$ cat src/rtl/fpl_pkg.sv
package fpl_pkg;
  localparam int ADDR_W = 32;
  localparam int WORD_W = 32;
  localparam int CNT_W  = 8;

  typedef enum logic [1:0] {
    ST_IDLE  = 2'd0,
    ST_ISSUE = 2'd1,
    ST_WAIT  = 2'd2,
    ST_DONE  = 2'd3
  } seq_state_e;

  // Size of the whole transfer window in bytes.
  function automatic logic [ADDR_W-1:0] span_bytes(input logic [CNT_W-1:0] cnt);
    return ADDR_W'(cnt) << 2;
  endfunction

  // Lowest address of the window; reads always climb from here.
  function automatic logic [ADDR_W-1:0] first_addr(input logic [ADDR_W-1:0] base,
                                                   input logic [CNT_W-1:0] cnt,
                                                   input logic add);
    return add ? base : base - span_bytes(cnt);
  endfunction

  // Base value handed back for writeback.
  function automatic logic [ADDR_W-1:0] final_base(input logic [ADDR_W-1:0] base,
                                                   input logic [CNT_W-1:0] cnt,
                                                   input logic add);
    return add ? base + span_bytes(cnt) : base - span_bytes(cnt);
  endfunction

  function automatic logic [CNT_W-1:0] reg_total(input logic [CNT_W-1:0] cnt,
                                                 input logic dbl);
    return dbl ? (cnt >> 1) : cnt;
  endfunction

  function automatic logic [CNT_W:0] word_total(input logic [CNT_W-1:0] regs,
                                                input logic dbl);
    return dbl ? ({1'b0, regs} << 1) : {1'b0, regs};
  endfunction

  function automatic logic [2*WORD_W-1:0] pack_pair(input logic [WORD_W-1:0] first_w,
                                                    input logic [WORD_W-1:0] second_w,
                                                    input logic big);
    return big ? {first_w, second_w} : {second_w, first_w};
  endfunction
endpackage

$ cat src/rtl/fpl_addr_gen.sv
module fpl_addr_gen
  import fpl_pkg::*;
(
  input  logic              clk,
  input  logic              rst_n,
  input  logic              load_i,
  input  logic [ADDR_W-1:0] load_addr_i,
  input  logic              step_i,
  output logic [ADDR_W-1:0] addr_o
);
  localparam logic [ADDR_W-1:0] WORD_BYTES = ADDR_W'(WORD_W / 8);

  logic [ADDR_W-1:0] addr_q;

  always_ff @(posedge clk) begin
    if (!rst_n)      addr_q <= '0;
    else if (load_i) addr_q <= load_addr_i;
    else if (step_i) addr_q <= addr_q + WORD_BYTES;
  end

  assign addr_o = addr_q;
endmodule

$ cat src/rtl/fpl_word_pack.sv
module fpl_word_pack
  import fpl_pkg::*;
(
  input  logic                clk,
  input  logic                rst_n,
  input  logic                clear_i,
  input  logic                word_valid_i,
  input  logic [WORD_W-1:0]   word_i,
  input  logic                dbl_i,
  input  logic                big_i,
  output logic                out_valid_o,
  output logic [2*WORD_W-1:0] out_data_o
);
  logic              half_q;
  logic [WORD_W-1:0] stage_q;

  always_ff @(posedge clk) begin
    if (!rst_n) begin
      half_q  <= 1'b0;
      stage_q <= '0;
    end else if (clear_i) begin
      half_q  <= 1'b0;
    end else if (word_valid_i && dbl_i) begin
      half_q <= ~half_q;
      if (!half_q) stage_q <= word_i;
    end
  end

  assign out_valid_o = word_valid_i && (!dbl_i || half_q);
  assign out_data_o  = dbl_i ? pack_pair(stage_q, word_i, big_i)
                             : {{WORD_W{1'b0}}, word_i};

  AST_PAIR_CLEARED: assert property (@(posedge clk) disable iff (!rst_n)
    clear_i |=> !half_q);
  AST_SINGLE_NO_STAGE: assert property (@(posedge clk) disable iff (!rst_n)
    (!dbl_i && !clear_i && !half_q) |=> !half_q);
endmodule

$ cat src/rtl/fpl_seq_ctrl.sv
module fpl_seq_ctrl
  import fpl_pkg::*;
(
  input  logic           clk,
  input  logic           rst_n,
  input  logic           req_valid_i,
  input  logic [CNT_W:0] nwords_i,
  input  logic           bad_i,
  input  logic           mem_ready_i,
  input  logic           rsp_valid_i,
  output logic           accept_o,
  output logic           busy_o,
  output logic           rd_valid_o,
  output logic           step_o,
  output logic           done_o
);
  seq_state_e     state_q;
  logic [CNT_W:0] words_left_q;
  logic           last_word;

  assign accept_o   = req_valid_i && (state_q == ST_IDLE);
  assign busy_o     = (state_q != ST_IDLE);
  assign rd_valid_o = (state_q == ST_ISSUE);
  assign step_o     = (state_q == ST_WAIT) && rsp_valid_i;
  assign done_o     = (state_q == ST_DONE);
  assign last_word  = (words_left_q == (CNT_W+1)'(1));

  always_ff @(posedge clk) begin
    if (!rst_n) begin
      state_q      <= ST_IDLE;
      words_left_q <= '0;
    end else begin
      unique case (state_q)
        ST_IDLE: if (accept_o) begin
          words_left_q <= nwords_i;
          state_q      <= (bad_i || nwords_i == '0) ? ST_DONE : ST_ISSUE;
        end
        ST_ISSUE: if (mem_ready_i) state_q <= ST_WAIT;
        ST_WAIT: if (rsp_valid_i) begin
          words_left_q <= words_left_q - 1'b1;
          state_q      <= last_word ? ST_DONE : ST_ISSUE;
        end
        ST_DONE: state_q <= ST_IDLE;
        default: state_q <= ST_IDLE;
      endcase
    end
  end

  AST_ISSUE_HAS_WORDS: assert property (@(posedge clk) disable iff (!rst_n)
    rd_valid_o |-> words_left_q != '0);
  AST_ACCEPT_ONLY_IDLE: assert property (@(posedge clk) disable iff (!rst_n)
    (busy_o && req_valid_i) |=> $stable(words_left_q) || $past(step_o));
endmodule

$ cat src/rtl/fp_multi_loader.sv
module fp_multi_loader
  import fpl_pkg::*;
#(
  parameter int IDX_W = 5
) (
  input  logic              clk,
  input  logic              rst_n,
  input  logic              req_valid,
  input  logic [31:0]       req_base,
  input  logic [IDX_W-1:0]  req_start,
  input  logic [7:0]        req_count,
  input  logic              req_dbl,
  input  logic              req_add,
  input  logic              req_wback,
  input  logic              req_big,
  output logic              busy,
  output logic              mem_rd_valid,
  output logic [31:0]       mem_rd_addr,
  input  logic              mem_rd_ready,
  input  logic              mem_rsp_valid,
  input  logic [31:0]       mem_rsp_data,
  output logic              rf_we,
  output logic [IDX_W-1:0]  rf_idx,
  output logic [63:0]       rf_data,
  output logic              rf_dbl,
  output logic              done,
  output logic              done_err,
  output logic              base_we,
  output logic [31:0]       base_val
);
  localparam int NUM_REGS = 1 << IDX_W;
  localparam int REACH_W  = (CNT_W > IDX_W ? CNT_W : IDX_W) + 2;

  // request decode
  logic [CNT_W-1:0]   req_regs;
  logic [REACH_W-1:0] req_reach;
  logic               req_bad;
  logic [CNT_W:0]     req_words;

  assign req_regs  = reg_total(req_count, req_dbl);
  assign req_reach = REACH_W'(req_start) + REACH_W'(req_regs);
  assign req_bad   = req_reach > REACH_W'(NUM_REGS);
  assign req_words = req_bad ? '0 : word_total(req_regs, req_dbl);

  // internal events, named for the checks
  logic              accept, step, seq_busy, seq_rd, seq_done;
  logic              pack_valid;
  logic [2*WORD_W-1:0] pack_data;
  logic [ADDR_W-1:0] cur_addr;

  // latched request context
  logic              dbl_q, big_q, wb_q, err_q;
  logic [ADDR_W-1:0] wb_base_q;
  logic [IDX_W-1:0]  idx_q;

  always_ff @(posedge clk) begin
    if (!rst_n) begin
      dbl_q     <= 1'b0;
      big_q     <= 1'b0;
      wb_q      <= 1'b0;
      err_q     <= 1'b0;
      wb_base_q <= '0;
      idx_q     <= '0;
    end else if (accept) begin
      dbl_q     <= req_dbl;
      big_q     <= req_big;
      wb_q      <= req_wback;
      err_q     <= req_bad;
      wb_base_q <= final_base(req_base, req_count, req_add);
      idx_q     <= req_start;
    end else if (pack_valid) begin
      idx_q     <= idx_q + 1'b1;
    end
  end

  fpl_seq_ctrl u_ctrl (
    .clk         (clk),
    .rst_n       (rst_n),
    .req_valid_i (req_valid),
    .nwords_i    (req_words),
    .bad_i       (req_bad),
    .mem_ready_i (mem_rd_ready),
    .rsp_valid_i (mem_rsp_valid),
    .accept_o    (accept),
    .busy_o      (seq_busy),
    .rd_valid_o  (seq_rd),
    .step_o      (step),
    .done_o      (seq_done)
  );

  fpl_addr_gen u_addr (
    .clk         (clk),
    .rst_n       (rst_n),
    .load_i      (accept),
    .load_addr_i (first_addr(req_base, req_count, req_add)),
    .step_i      (step),
    .addr_o      (cur_addr)
  );

  fpl_word_pack u_pack (
    .clk          (clk),
    .rst_n        (rst_n),
    .clear_i      (accept),
    .word_valid_i (step),
    .word_i       (mem_rsp_data),
    .dbl_i        (dbl_q),
    .big_i        (big_q),
    .out_valid_o  (pack_valid),
    .out_data_o   (pack_data)
  );

  assign busy         = seq_busy;
  assign mem_rd_valid = seq_rd;
  assign mem_rd_addr  = cur_addr;
  assign rf_we        = pack_valid;
  assign rf_idx       = idx_q;
  assign rf_data      = pack_data;
  assign rf_dbl       = dbl_q;
  assign done         = seq_done;
  assign done_err     = seq_done && err_q;
  assign base_we      = seq_done && wb_q && !err_q;
  assign base_val     = wb_base_q;

  AST_RD_HOLD: assert property (@(posedge clk) disable iff (!rst_n)
    (mem_rd_valid && !mem_rd_ready) |=> mem_rd_valid && $stable(mem_rd_addr));
  AST_WE_IN_BUSY: assert property (@(posedge clk) disable iff (!rst_n)
    rf_we |-> busy && !done);
  AST_DONE_PULSE: assert property (@(posedge clk) disable iff (!rst_n)
    done |=> !done && !busy);
  AST_ERR_QUIET: assert property (@(posedge clk) disable iff (!rst_n)
    (busy && err_q) |-> !mem_rd_valid && !rf_we);
  AST_ADDR_CLIMB: assert property (@(posedge clk) disable iff (!rst_n)
    (busy && !accept && $past(mem_rsp_valid) && $past(mem_rd_valid) == 1'b0
     && mem_rd_valid && $rose(mem_rd_valid)) |-> mem_rd_addr == $past(mem_rd_addr) + 32'd4);
endmodule

$ cat config.mk
export PLATFORM = sky130hd
export DESIGN_NAME = fp_multi_loader
export DESIGN_NICKNAME = d
export VERILOG_FILES = /design/src/rtl/fpl_pkg.sv /design/src/rtl/fpl_addr_gen.sv /design/src/rtl/fpl_word_pack.sv /design/src/rtl/fpl_seq_ctrl.sv /design/src/rtl/fp_multi_loader.sv
export SDC_FILE = /design/constraint.sdc
export NUM_CORES = 1
export LEC_CHECK = 0
export ABC_CLOCK_PERIOD_IN_PS = 7900
export BUFFER_PORTS_ARGS = -buffer_cell sky130_fd_sc_hd__buf_4
export CAP_MARGIN = 20
export CELL_PAD_IN_SITES_DETAIL_PLACEMENT = 2
export CELL_PAD_IN_SITES_GLOBAL_PLACEMENT = 2
export CORE_MARGIN = 2
export CORE_UTILIZATION = 32
export DETAILED_ROUTE_END_ITERATION = 10
export MAX_ROUTING_LAYER = met4
export PLACE_DENSITY_LB_ADDON = 0.3
export SYNTH_ARGS = -nofsm -noshare
export SYNTH_HDL_FRONTEND = slang
export SYNTH_SLANG_ARGS = --single-unit
$ cat constraint.sdc
create_clock -name clk -period 7.9 [get_ports clk]
set_input_delay 0.79 -clock clk [delete_from_list [all_inputs] [get_ports clk]]
set_output_delay 0.79 -clock clk [all_outputs]
set_load 0.05 [all_outputs]
==> metrics.md <==
| Metric | Value |
|---|---|
| Global router's overall resource usage | `26.08%` |
| Hold buffers post-CTS | `0` |
| Drt via density | `5.642` |
| Yosys warns | `0` |
| Setup TNS | `0 ps` |
| Yosys top cell by area | `dfxtp_1` |
| RSZ-0062 raised after global routing | `no` |
| Critical path type | `in2reg` |
| Post-synthesis cell area | `roughly 8300 um^2` |
| Status | `finished clean` |
| Worst Hold Class | `reg2reg` |
| Core region area | `approximately 25000 um^2` |
| Area contributors post-synth | `dfxtp_1 (28%), nand2_1 (7.1%), a21oi_1 (5.0%), mux2i_1 (4.8%), mux2_2 (4.8%)` |
| Final GP Congestion | `approximately 0.82` |
| Cts bufs inserted | `17` |
| First-pass GRT wire length | `53.65 mm` |
| Layout cells sized above 1 | `25.70%` |
| Post-synth top area share | `28.25%` |
| TritonRoute pass-1 iters | `5` |
| Finished Layout Cells | `1584` |
| Syn avg cell area | `7.821 um^2` |
| Hold Startpoint | `u_addr.addr_o[1]` |
| Final slew viol count | `0` |
| Max Root-Sink Buffers | `2` |
| Register bit total from synthesis | `117` |
| DR iter-0 viols | `500` |
| Port Buffers | `225` |
| Setup crit end kind | `flop` |
| Fin crit period | `roughly 3700 ps` |
| # DRC | `0` |
| R2R cell count | `6` |
| Post-synthesis cell type count | `75` |
| Ys async rst share | `0%` |
| Worst Hold Path EP | `u_addr.addr_o[1]` |
| Slew at the pin closest to its max-slew limit | `1177 ps` |
| Placed standard-cell area | `10170 um^2` |
| Die ar. | `27210 um^2` |
| Average wire per standard cell | `22.02 um` |
| Clock sink count | `117` |
| Fin area | `approximately 11000 um^2` |
| Post-synth EDFFs | `0` |
| Min-Delay Path Depth | `2` |
| Cts repair resizes | `0` |
| Reg-to-Reg End | `u_addr.addr_o[21]` |
| Vias in the first global route | `9450` |
| CP arrival | `4040 ps` |
| Chip width | `165.0 um` |
| Setup Buffers After CTS | `0` |
| Hold Violations, Final | `0` |
| # setup viols final | `0` |
| Cell Pwr Density | `218.9 nW/um^2` |
| CTS root buffer | `clkbuf_16` |
| Syn_nets | `1174` |
| Hold slack | `459.8 ps` |
| DRT antenna net count | `0` |
| Drt total wl | `34.88 mm` |
| Starting Density | `between 30% and 40%` |
| Chip height | `165.0 um` |
| Post-synthesis cell count | `~1100` |
| Max-Slew Margin vs Limit | `21.29%` |
| Lkg Pwr | `0.004309 uW` |
| TritonCTS clock tree | `yes` |
| Worst-path clk slew | `50 ps` |
| Reg2reg setup slack | `about 5100 ps` |
| Clock latency on the worst-skew pair | `approximately 430 ps` |
| Max rail drop VDD | `approximately 0.11 mV` |
| Vias | `between 8000 and 9000` |
| I/O pin count | `226` |
| Sequential area share after synthesis | `28.25%` |
| Fin nets | `1354` |
| Final Util | `between 40% and 50%` |
| H-tree levels | `4` |
| Cell Rows | `58` |
| Post-DP HPWL | `approximately 26 mm` |
| CP Data Required Time | `8210 ps` |
| Synth Flop Type | `dfxtp_1` |
| Worst flop-to-flop path startpoint | `u_ctrl.state_q[1]` |
| Initial antenna violation count | `1` |
| CP max FO | `5` |
| Placed insts | `1549` |
| Clock Skew | `10.79 ps` |
| Most common cell after layout, fill and taps aside | `buf_4` |
| Final worst-path cycle share | `47.15%` |
| Commonest cells after routing, fill and taps aside | `buf_4 (233), nand2_1 (156), dfxtp_1 (116), a21oi_1 (82), nor2_1 (64)` |
| Area growth syn-to-layout | `30.35%` |
| CP startpoint kind | `input port` |
| Largest net degree at the start of global routing | `72` |
| Max frequency | `0.2685 GHz` |
| Max-Cap Viols | `0` |
| Overflow after GRT | `0` |
==> synth_stat cells, types with 4 or more instances <==
cell,instances
nand4_1,17
inv_1,25
and3_1,17
xor2_1,18
a221o_1,4
o41ai_1,4
o32a_1,4
or4_1,4
a211oi_1,20
nand3b_1,5
ha_1,25
or3_1,20
o21a_1,6
o21ai_0,48
o211a_1,7
o211ai_1,7
o31ai_1,7
dfxtp_1,117
a22oi_1,5
a31oi_1,4
o22ai_1,11
xnor2_1,37
and4_1,7
buf_1,6
nor4_1,11
mux2i_1,40
a32o_1,7
a21oi_1,82
nor3_1,14
nor2_1,66
nand3_1,30
mux2_2,35
nor2b_1,37
clkbuf_1,64
nor3b_1,4
and2_1,8
a211o_1,4
nand2_1,156
o221ai_1,4
nand2b_1,13
==> layout make-up <==
class	instances	area [um^2]
fillers	2888	14520
repair buffers	235	1759
inverters	26	97.59
diodes	1	2.502
flip-flops and latches	117	2344
well taps	330	412.9
multi-input cells	843	5565
clock inverters	12	178.9
clock buffers	20	446.7
==> worst max-delay path, cell delays in order <==
cell and delay (ps):
buf_4 120, inv_1 110, o21ai_0 450, ha_1 340, a211oi_1 520, nor2_1 150, o221a_2 260, o32ai_1 750
clkbuf_2 300, o31ai_1 100, o211a_1 160
==> sequential cells by signal (all words and copies together), names as in the netlist <==
signal	count
base_val	32
u_addr.addr_o	32
u_pack.stage_q	32
u_ctrl.words_left_q	9
rf_idx	5
u_ctrl.state_q	2
big_q	1
err_q	1
rf_dbl	1
u_pack.half_q	1
wb_q	1
==> logic make-up (layout without fill, tap and decap cells) <==
logic type	Yosys count	after routing	share of synthesized area [%]
other cells	0	1	0
fa+ha+maj	28	28	4.497
xor+xnor	55	55	5.810
buf+inv	100	293	4.739
flops	117	117	28.25
simple gates	425	425	25.96
mux	75	75	9.583
compound gates	260	260	21.16
==> per-layer routing <==
layer / part of all wire, % / global-route usage [%] / wire length (um)
met3: 4.8 / 3.943 / 1671
met4: 1.3 / 6.047 / 448
met1: 46 / 32.64 / 15890
met5: 0 / - / 0
met2: 48 / 44.35 / 16880
==> how the worst max path moves through the flow <==
stage,start,end,slack (ps),cells after the start
2_1_floorplan,req_dbl,u_ctrl.words_left_q[6],4270,10
3_3_place_gp,req_dbl,u_ctrl.words_left_q[6],3960,11
3_5_place_dp,req_dbl,u_ctrl.words_left_q[6],3720,11
4_1_cts,req_count[1],u_ctrl.words_left_q[6],4050,10
5_1_grt,req_count[1],u_ctrl.words_left_q[4],3860,11
6_report,req_count[1],u_ctrl.words_left_q[2],4180,11
==> report_power, final <==
part | leakage [uW] | switching (uW) | internal, uW
registers | 0.000958 | 63.4 | 642
logic | 0.00306 | 550 | 270
clock network | 0.000296 | 303 | 536
total | 0.00431 | 917 | 1450
==> per-stage QoR <==
step / setup WS (ps) / total power, uW
global route: 3865 / 2469
CTS: 4051 / 2382
floorplan: 4274 / 1249
detailed placement: 3720 / 1531
finish: 4175 / 2365
global placement: 3960 / 1508
Power figures use the tool's default switching activity.
